File: src/rtl/usb_ep0_pkg.sv
package usb_ep0_pkg;
  typedef enum logic [1:0] {TOK_OUT = 2'd0, TOK_SETUP = 2'd1, TOK_IN = 2'd2} tok_kind_e;
  typedef enum logic [2:0] {
    RES_ACK = 3'd0, RES_NAK = 3'd1, RES_STALL = 3'd2, RES_NORESP = 3'd3, RES_DATA = 3'd4
  } res_code_e;
  localparam int unsigned B_RXF  = 0;
  localparam int unsigned B_TXR  = 1;
  localparam int unsigned B_STL  = 2;
  localparam int unsigned B_SET  = 3;
  localparam int unsigned B_ERR  = 4;
  localparam int unsigned B_INR  = 5;
  localparam int unsigned B_STS  = 6;
  localparam int unsigned B_NAKH = 7;
endpackage

File: src/rtl/ep0_retry_ctr.sv
module ep0_retry_ctr #(
  parameter int unsigned MAX_TRIES = 3
) (
  input  logic clk_i,
  input  logic rst_ni,
  input  logic miss_i,
  input  logic clr_i,
  output logic fail_o
);
  localparam int unsigned CW = $clog2(MAX_TRIES + 1);
  logic [CW-1:0] cnt_q;

  assign fail_o = miss_i && !clr_i && (cnt_q == CW'(MAX_TRIES - 1));

  always_ff @(posedge clk_i or negedge rst_ni) begin
    if (!rst_ni)                cnt_q <= '0;
    else if (clr_i || fail_o)   cnt_q <= '0;
    else if (miss_i)            cnt_q <= cnt_q + CW'(1);
  end
endmodule

File: src/rtl/ep0_nak_timer.sv
module ep0_nak_timer #(
  parameter int unsigned NAK_W = 8
) (
  input  logic             clk_i,
  input  logic             rst_ni,
  input  logic             nak_i,
  input  logic             clr_i,
  input  logic             sof_i,
  input  logic             run_en_i,
  input  logic [NAK_W-1:0] limit_i,
  output logic             expire_o
);
  logic             run_q;
  logic [NAK_W-1:0] cnt_q;
  logic             tick;

  assign tick     = sof_i && run_q && run_en_i && (limit_i != '0);
  assign expire_o = tick && !clr_i && (cnt_q == limit_i - NAK_W'(1));

  always_ff @(posedge clk_i or negedge rst_ni) begin
    if (!rst_ni) begin
      run_q <= 1'b0;
      cnt_q <= '0;
    end else if (clr_i || expire_o) begin
      run_q <= 1'b0;
      cnt_q <= '0;
    end else begin
      if (nak_i) run_q <= 1'b1;
      if (tick)  cnt_q <= cnt_q + NAK_W'(1);
    end
  end
endmodule

File: src/rtl/usb_ep0_seq.sv
module usb_ep0_seq
  import usb_ep0_pkg::*;
#(
  parameter int unsigned NAK_W     = 8,
  parameter int unsigned MAX_TRIES = 3
) (
  input  logic             clk_i,
  input  logic             rst_ni,
  input  logic             reg_wr_i,
  input  logic [7:0]       reg_wdata_i,
  output logic [7:0]       reg_rdata_o,
  input  logic             sof_i,
  input  logic [NAK_W-1:0] nak_limit_i,
  output logic             tok_req_o,
  output logic [1:0]       tok_kind_o,
  output logic             tok_pid1_o,
  input  logic             res_valid_i,
  input  logic [2:0]       res_code_i,
  output logic             irq_o
);
  logic tx_q, in_q, set_q, sts_q, err_q, stl_q, rxf_q, nakh_q, tog_q, irq_q;
  logic active, res_ok, ack_done, rx_done, nak_evt, stall_evt, miss_evt;
  logic err_evt, nakh_evt, req_wr, setup_wr, sts_wr, end_tx, end_in;
  res_code_e res;

  assign res      = res_code_e'(res_code_i);
  assign active   = (tx_q || in_q) && !nakh_q;
  assign res_ok   = res_valid_i && active;
  assign ack_done = res_ok && tx_q  && (res == RES_ACK);
  assign rx_done  = res_ok && !tx_q && (res == RES_DATA);
  assign nak_evt  = res_ok && (res == RES_NAK);
  assign stall_evt= res_ok && (res == RES_STALL);
  assign miss_evt = res_ok && (res == RES_NORESP);

  assign req_wr   = reg_wr_i && (reg_wdata_i[B_TXR] || reg_wdata_i[B_INR]);
  assign setup_wr = reg_wr_i && reg_wdata_i[B_TXR] && reg_wdata_i[B_SET];
  assign sts_wr   = req_wr && reg_wdata_i[B_STS];
  assign end_tx   = ack_done || stall_evt || err_evt;
  assign end_in   = rx_done  || stall_evt || err_evt;

  ep0_retry_ctr #(.MAX_TRIES(MAX_TRIES)) u_retry (
    .clk_i  (clk_i),
    .rst_ni (rst_ni),
    .miss_i (miss_evt),
    .clr_i  (req_wr || (res_ok && res != RES_NORESP)),
    .fail_o (err_evt)
  );

  ep0_nak_timer #(.NAK_W(NAK_W)) u_nak (
    .clk_i    (clk_i),
    .rst_ni   (rst_ni),
    .nak_i    (nak_evt),
    .clr_i    (req_wr || (res_ok && res != RES_NAK) ||
               (nakh_q && reg_wr_i && !reg_wdata_i[B_NAKH])),
    .sof_i    (sof_i),
    .run_en_i (active),
    .limit_i  (nak_limit_i),
    .expire_o (nakh_evt)
  );

  always_ff @(posedge clk_i or negedge rst_ni) begin
    if (!rst_ni) begin
      {tx_q, in_q, set_q, sts_q, err_q, stl_q, rxf_q, nakh_q, tog_q, irq_q} <= '0;
    end else begin
      // request bits: a write sets them and wins over a hardware end
      if (reg_wr_i && reg_wdata_i[B_TXR]) tx_q <= 1'b1;
      else if (end_tx)                    tx_q <= 1'b0;
      if (reg_wr_i && reg_wdata_i[B_INR]) in_q <= 1'b1;
      else if (end_in)                    in_q <= 1'b0;
      if (reg_wr_i && reg_wdata_i[B_TXR]) set_q <= reg_wdata_i[B_SET];
      else if (end_tx)                    set_q <= 1'b0;
      if (req_wr)                         sts_q <= reg_wdata_i[B_STS];
      else if (ack_done || rx_done || stall_evt || err_evt) sts_q <= 1'b0;
      // sticky bits: hardware set beats a clearing write
      if (err_evt)                                err_q <= 1'b1;
      else if (reg_wr_i && !reg_wdata_i[B_ERR])   err_q <= 1'b0;
      if (stall_evt)                              stl_q <= 1'b1;
      else if (reg_wr_i && !reg_wdata_i[B_STL])   stl_q <= 1'b0;
      if (rx_done)                                rxf_q <= 1'b1;
      else if (reg_wr_i && !reg_wdata_i[B_RXF])   rxf_q <= 1'b0;
      if (nakh_evt)                               nakh_q <= 1'b1;
      else if (reg_wr_i && !reg_wdata_i[B_NAKH])  nakh_q <= 1'b0;
      if (setup_wr)                   tog_q <= 1'b0;
      else if (sts_wr)                tog_q <= 1'b1;
      else if (ack_done || rx_done)   tog_q <= ~tog_q;
      irq_q <= ack_done || rx_done || err_evt || stall_evt || nakh_evt;
    end
  end

  always_comb begin
    reg_rdata_o          = '0;
    reg_rdata_o[B_NAKH]  = nakh_q;
    reg_rdata_o[B_STS]   = sts_q;
    reg_rdata_o[B_INR]   = in_q;
    reg_rdata_o[B_ERR]   = err_q;
    reg_rdata_o[B_SET]   = set_q;
    reg_rdata_o[B_STL]   = stl_q;
    reg_rdata_o[B_TXR]   = tx_q;
    reg_rdata_o[B_RXF]   = rxf_q;
  end

  assign tok_req_o  = active;
  assign tok_kind_o = !tx_q ? TOK_IN : (set_q ? TOK_SETUP : TOK_OUT);
  assign tok_pid1_o = tog_q;
  assign irq_o      = irq_q;
endmodule

File: config.mk
export PLATFORM = sky130hd
export DESIGN_NAME = usb_ep0_seq
export DESIGN_NICKNAME = d
export VERILOG_FILES = /design/src/rtl/usb_ep0_pkg.sv /design/src/rtl/ep0_retry_ctr.sv /design/src/rtl/ep0_nak_timer.sv /design/src/rtl/usb_ep0_seq.sv
export SDC_FILE = /design/constraint.sdc
export NUM_CORES = 1
export LEC_CHECK = 0
export BUFFER_PORTS_ARGS = -buffer_cell sky130_fd_sc_hd__buf_2
export CORE_MARGIN = 2
export CORE_UTILIZATION = 57
export CTS_CLUSTER_SIZE = 16
export DETAILED_ROUTE_END_ITERATION = 10
export GPL_TIMING_DRIVEN = 0
export PLACE_DENSITY = 0.83
export SETUP_SLACK_MARGIN = 0.5
export SYNTH_ARGS = -nofsm -noshare
export SYNTH_HDL_FRONTEND = slang
export SYNTH_HIERARCHICAL = 1
export SYNTH_SLANG_ARGS = --single-unit
File: constraint.sdc
create_clock -name clk_i -period 4 [get_ports clk_i]
set_clock_uncertainty 0.2 [all_clocks]
set_input_delay 0.2 -clock clk_i [delete_from_list [all_inputs] [get_ports clk_i]]
set_output_delay 0.2 -clock clk_i [all_outputs]
set_load 0.005 [all_outputs]
==> metrics, run 1 <==
worst slack, placed=1.546 ns; Storage cell area=525.5 um^2; DRT antenna net count=0; first-pass GRT wire length=5568 um; Tcrit/Tclk final=59.58%; drt drc=0; Clock Path Buffers=2; max-slew violations=0; DRT iter0 DRCs=54; worst path required time=4.00 ns; Placed Area=1707 um^2; startpoint types=input pin; die height=55.20 um; Seq/Total Area, Yosys=35.18%; detailed placement HPWL=2574 um; Fill cells=192; Final Wtd Congestion=0.8620; Setup CP Type=input pin to flop; Root Driver=clkbuf_4; Synth Flop Type=dfrtp_1; EDFF count, synth=0; RSZ-0062 raised after global routing=false; die area=3046 um^2; dpl cells=237; RR Startpoint=tx_q; Die W=55.20 um; via count=1447; status=complete, no violations; antenna violations before repair=0; Reg clk slew, reported paths=0.12 ns; Fin Setup TNS=0 ns; Leak=0.8822 nW; Worst Setup End Kind=flop; H-tree levels=1; vias in the first global route=1315; reg2reg path depth=7; drt pass-1 iters=4; non-filler cells in the finished layout=249; Layout area overhead=21.36%; Mapped Cells=172; reg2reg end=u_nak/cnt_q[1]; GRT overflow=0; nets@finish=248; final setup margin=1.617 ns; maxcap violations=0; clk sink count=21; pin count of the biggest net entering global routing=22; TritonCTS Buffers=3; Ports=37; worst slew pin tran=0.6439 ns; effective utilization at floorplan=60.30%; antenna cells=0; CP max FO=9; final-report hold violation count=0; ys async rst share=100.0%; Min-Delay Endpoint=tx_q; mapped cell area=1494 um^2; final WL=3647 um; top cells by area, synth=dfrtp_1 35%, xor2_1 5.9%, nor2_1 5.3%; DR WL/cell=14.65 um; Worst VDD drop=228.2 uV; CP Data Arrival Time=2.38 ns; power density cells=249.4 nW/um^2; syn_nets=200; TritonCTS clock tree=done; worst min-delay path startpoint=reg_wr_i; post-CTS setup repair buffer count=0; maximum operating frequency=419.6 MHz; # rows=18; Worst R2R Setup Slack=1.64 ns; Power Total=0.4521 mW; Syn. warnings=6; Hold/Removal Path Class=input pin to flop; most common library cells after synthesis=21 x dfrtp_1, 21 x nor2_1, 12 x o21ai_0, 10 x inv_1, 10 x xor2_1; setup violators final=0; hold depth=3; Port Buffers=35; post-synth top area share=35.18%; final instance area=1813 um^2; Placeable Area=2477 um^2; fin crit period=2.383 ns; worst skew pair latency=0.30 ns; via-per-instance ratio=5.811; syn_area_per_cell=8.686 um^2; flops & latches, synth=21; leading area contributor after synthesis=dfrtp_1; total track usage=26.24%; layout cells sized above 1=25.11%; Slew Limit Headroom=57.07%; post-synth cell types=46; Multi-input gate area=844.6 um^2
-- state kept, by name (all words and copies together) (netlist names) --
register	count
u_nak/cnt_q	8
set_q	1
in_q	1
irq_o	1
sts_q	1
tx_q	1
u_retry/cnt_q	2
nakh_q	1
rxf_q	1
tok_pid1_o	1
stl_q	1
u_nak/run_q	1
err_q	1
-- cells in the final DEF (no fill, tap or decap), types with 3 or more instances in the layout --
master          n
nand2_1         9
nand4_1         5
o31ai_1         3
nand2b_1        8
dlygate4sd3_1   8
nor3_1          5
a21oi_1         3
inv_1          10
and3_1          3
nor2_1         21
ha_1            4
xnor2_1         7
clkbuf_4        3
dfrtp_1        21
nand3_1         4
buf_2          38
buf_4           9
o21ai_0        12
xor2_1         10
-- how the worst max path moves through the flow --
stage                    from              to  slack, ns
6_report       reg_wdata_i[1]  u_nak/cnt_q[1]       1.62
5_1_grt                  tx_q  u_nak/cnt_q[3]       1.53
4_1_cts                  tx_q  u_nak/cnt_q[1]       1.68
3_5_place_dp   nak_limit_i[0]  u_nak/cnt_q[1]       1.55
3_3_place_gp   nak_limit_i[0]  u_nak/cnt_q[2]       1.63
2_1_floorplan  nak_limit_i[0]  u_nak/cnt_q[5]       1.95
-- routing by layer --
layer | part of all wire (%) | track usage (%) | up-vias | routed length [um]
met5 | 0 | 0 | - | 0
li1 | - | - | 696 | -
met2 | 48 | 46.63 | 55 | 1743
met4 | 3.6 | 15.45 | 0 | 133
met1 | 43 | 30.15 | 684 | 1572
met3 | 5.4 | 2.957 | 12 | 197
-- metrics by stage --
stage                     hold WS (ns)  utilization (%)
final                          0.02627            73.18
after global routing           0.03806            73.18
after CTS                      0.01447            73.18
after detailed placement      -0.01439            68.89
after global placement        -0.02633            68.89
after floorplan                -0.2956                -
-- where the power goes --
| group | switching [mW] | internal (mW) | leakage (nW) |
|---|---|---|---|
| logic | 0.0582 | 0.0558 | 0.589 |
| clock network | 0.0638 | 0.0388 | 0.0150 |
| registers | 0.0119 | 0.224 | 0.278 |
-- worst max-delay path: stages --
cell	delay, ns
dlygate4sd3_1	0.56
buf_2	0.16
o21ai_0	0.29
o221ai_1	0.26
inv_1	0.12
o2111ai_1	0.13
a222oi_1	0.37
buf_4	0.22
nor2_1	0.06
-- kinds of logic (layout without fill, tap and decap cells) --
group                    count (synthesis)  count (layout)  synth area share (%)
AO/OA/AOI/OAI                           36              36                 16.84
XOR/XNOR                                17              17                 9.966
adder cells (fa/ha/maj)                  4               4                 3.350
buffers and inverters                   23              70                 8.291
flip-flops                              21              21                 35.18
multiplexers                             1               1                0.6700
AND/OR/NAND/NOR                         70              70                 25.71
-- area by class of cell --
cell class              instances  share of cell area [%]
inverters                      10                   2.070
flip-flops and latches         21                   28.99
well taps                      30                   2.070
clock buffers                   4                   1.449
multi-input cells             128                   46.58
plain buffers                  13                   4.762
repair buffers                 43                   14.08
-- repair_timing --
| action | 4_1_cts | 5_1_grt |
|---|---|---|
| setup endpoints to repair | 0 | 0 |
| gates resized for setup | 0 | 0 |
| hold buffers | 8 | 0 |
| endpoints found under the hold margin | 29 | 0 |
Note: power is estimated with default switching activity, not from simulation.
==> inputs of run 2 (changes only) <==
--- a/config.mk
+++ b/config.mk
@@ -7,11 +7,11 @@
 export LEC_CHECK = 0
 export BUFFER_PORTS_ARGS = -buffer_cell sky130_fd_sc_hd__buf_2
 export CORE_MARGIN = 2
-export CORE_UTILIZATION = 57
+export CORE_UTILIZATION = 53
 export CTS_CLUSTER_SIZE = 16
 export DETAILED_ROUTE_END_ITERATION = 10
 export GPL_TIMING_DRIVEN = 0
-export PLACE_DENSITY = 0.83
+export PLACE_DENSITY = 0.77
 export SETUP_SLACK_MARGIN = 0.5
 export SYNTH_ARGS = -nofsm -noshare
 export SYNTH_HDL_FRONTEND = slang
==> constraint.sdc (replaced) <==
create_clock -name clk_i -period 2.5 [get_ports clk_i]
set_clock_uncertainty 0.2 [all_clocks]
set_input_delay 0.125 -clock clk_i [delete_from_list [all_inputs] [get_ports clk_i]]
set_output_delay 0.125 -clock clk_i [all_outputs]
set_load 0.005 [all_outputs]
==> run 2 against run 1 <==
  * Utilization rose by 4.2 points
  * Sequential power rose by 60%
  * Via count rose by 11%
  * Register-to-register slack got worse by 1.3 ns
  * First-iteration DRC count rose to 2.8 times the previous value
  * Combinational power rose by 110%
  * Non-clock buffer count rose by 21
  * Hold slack barely moved
  * Count of clock-buffer cells in the layout fell by 1
  * Wire length rose by 26%
  * Worst setup slack got worse by 1.3 ns
  * Largest cell class unchanged
==> metrics, run 2 (synthesis gave the netlist of run 1 again) <==
Worst VDD drop=303.1 uV (+33%); first-pass GRT wire length=7107 um (+28%); DRT antenna net count=0 (unchanged); Ports=37 (unchanged); most frequent cells in the layout=38 x buf_2, 20 x buf_4, 20 x dfrtp_1; setup violators final=0 (unchanged); TritonCTS clock tree=done; Layout area overhead=40.45%; antenna violations before repair=1 (+1); worst path required time=2.53 ns (-1.47 ns); Setup CP Type=flop to flop; layout cells sized above 1=35.83% (+11 points); fin crit period=2.160 ns; Hold/Removal Path Class=input pin to flop; Leak=1.000 nW (+13%); detailed placement HPWL=2556 um (-0.68%); drt drc=0 (unchanged); final-report hold violation count=0 (unchanged); Placed Area=1708 um^2 (about the same); hold depth=4 (+1); number of flip-flops in the largest register=8 (unchanged); Top reg by flops=u_nak/cnt_q; Root Driver=clkbuf_4; total track usage=28.20% (+2.0 points); pin count of the biggest net entering global routing=22 (unchanged); Final Wtd Congestion=0.8495 (-1.5%); Tcrit/Tclk final=86.42%; worst slew pin tran=0.5384 ns (-0.1056 ns); Slew Limit Headroom=63.84% (+6.8 points); via count=1601 (+11%); maxcap violations=0 (unchanged); Reg clk slew, reported paths=0.13 ns (about the same); biggest regs=u_nak/cnt_q x8, u_retry/cnt_q x2; Port Buffers=35 (unchanged); reg2reg path depth=8 (+1); CP max FO=4 (-5); effective utilization at floorplan=55.12% (-5.2 points); final WL=4586 um (+26%); drt pass-1 iters=4 (unchanged); vias in the first global route=1568 (+19%); maximum operating frequency=462.9 MHz; GRT overflow=0 (unchanged); commonest non-fill, non-tap cell in the layout=buf_2; H-tree levels=1 (unchanged); Die W=57.09 um (+3.4%); die height=57.09 um (+3.4%); startpoint types=flop; max-slew violations=0 (unchanged); via-per-instance ratio=5.886 (+1.3%); TritonCTS Buffers=3 (unchanged); Fin Setup TNS=0 ns (unchanged); Clock Path Buffers=2 (unchanged); power density cells=373.1 nW/um^2 (+50%); final instance area=2098 um^2 (+16%); RSZ-0062 raised after global routing=true; worst skew pair latency=0.32 ns (+0.02 ns); die area=3259 um^2 (+7.0%); Placeable Area=2710 um^2 (+9.4%); DRT iter0 DRCs=149 (+180%); clk sink count=21 (unchanged); DR WL/cell=16.86 um (+15%); nets@finish=269 (+8.5%); CP Data Arrival Time=2.19 ns (-0.19 ns); Worst Setup End Kind=flop; status=complete, no violations; # rows=19 (+1)
## run 2: report_power, final
part	switching [mW]	leakage, nW	internal, mW
registers	0.0170	0.278	0.358
clock network	0.114	0.0177	0.0600
logic	0.120	0.705	0.114
## run 2: critical path, cell delays in order, from the launching register on
cell       delay, ns
dfrtp_1         0.47
buf_4           0.17
inv_1           0.09
o221ai_2        0.15
inv_1           0.14
o2111ai_1       0.15
a222oi_1        0.43
buf_2           0.22
nor2_1          0.05
## run 2: worst paths after layout
check | to | slack (ns) | from
max | u_nak/cnt_q[6] | 0.34 | nakh_q
min | stl_q | 0.03 | reg_wr_i
max reg2reg | u_nak/cnt_q[6] | 0.34 | nakh_q
min reg2reg | stl_q | 0.33 | stl_q
max in group asynchronous | tx_q | 1.64 | rst_ni
min in group asynchronous | in_q | 0.09 | rst_ni
## run 2: routing by layer
metal	vias up	routed length, um	GRT usage [%]
li1	740	-	-
met5	-	0	0
met4	0	178	14.95
met2	65	2330	49.43
met3	15	218	3.628
met1	781	1858	33.53
## run 2: through the flow
stage / cells / setup WS [ns] / utilization [%] / power (mW) / hold WS, ns
2_1_floorplan: 172 / 0.5027 / - / 0.4792 / -0.3706
3_5_place_dp: 238 / 0.1649 / 63.02 / 0.5526 / -0.08053
6_report: 272 / 0.3395 / 77.42 / 0.7829 / 0.02666
5_1_grt: 272 / 0.2636 / 77.42 / 0.8205 / 0.08450
3_3_place_gp: 238 / 0.1967 / 63.02 / 0.5459 / -0.09992
4_1_cts: 266 / 0.4388 / 73.82 / 0.7608 / 0.008273
## run 2: repair_timing
item | CTS | global route
gates cloned | 1 | 0
hold endpoints to repair | 30 | 0
buffers inserted | 6 | 5
hold buffers | 17 | 0
resized for setup | 13 | 12
pin swaps | 3 | 5
setup endpoints to repair | 11 | 14
## run 2: area by class of cell
cell class	instances	area [um^2]
Fill cell	181	611.8
Buffer	13	93.84
Timing Repair Buffer	64	432.9
Sequential cell	21	526.8
Tap cell	31	38.79
Antenna cell	1	2.502
Multi-Input combinational cell	128	938.4
Clock buffer	3	22.52
Clock inverter	1	5.005
Inverter	10	37.54
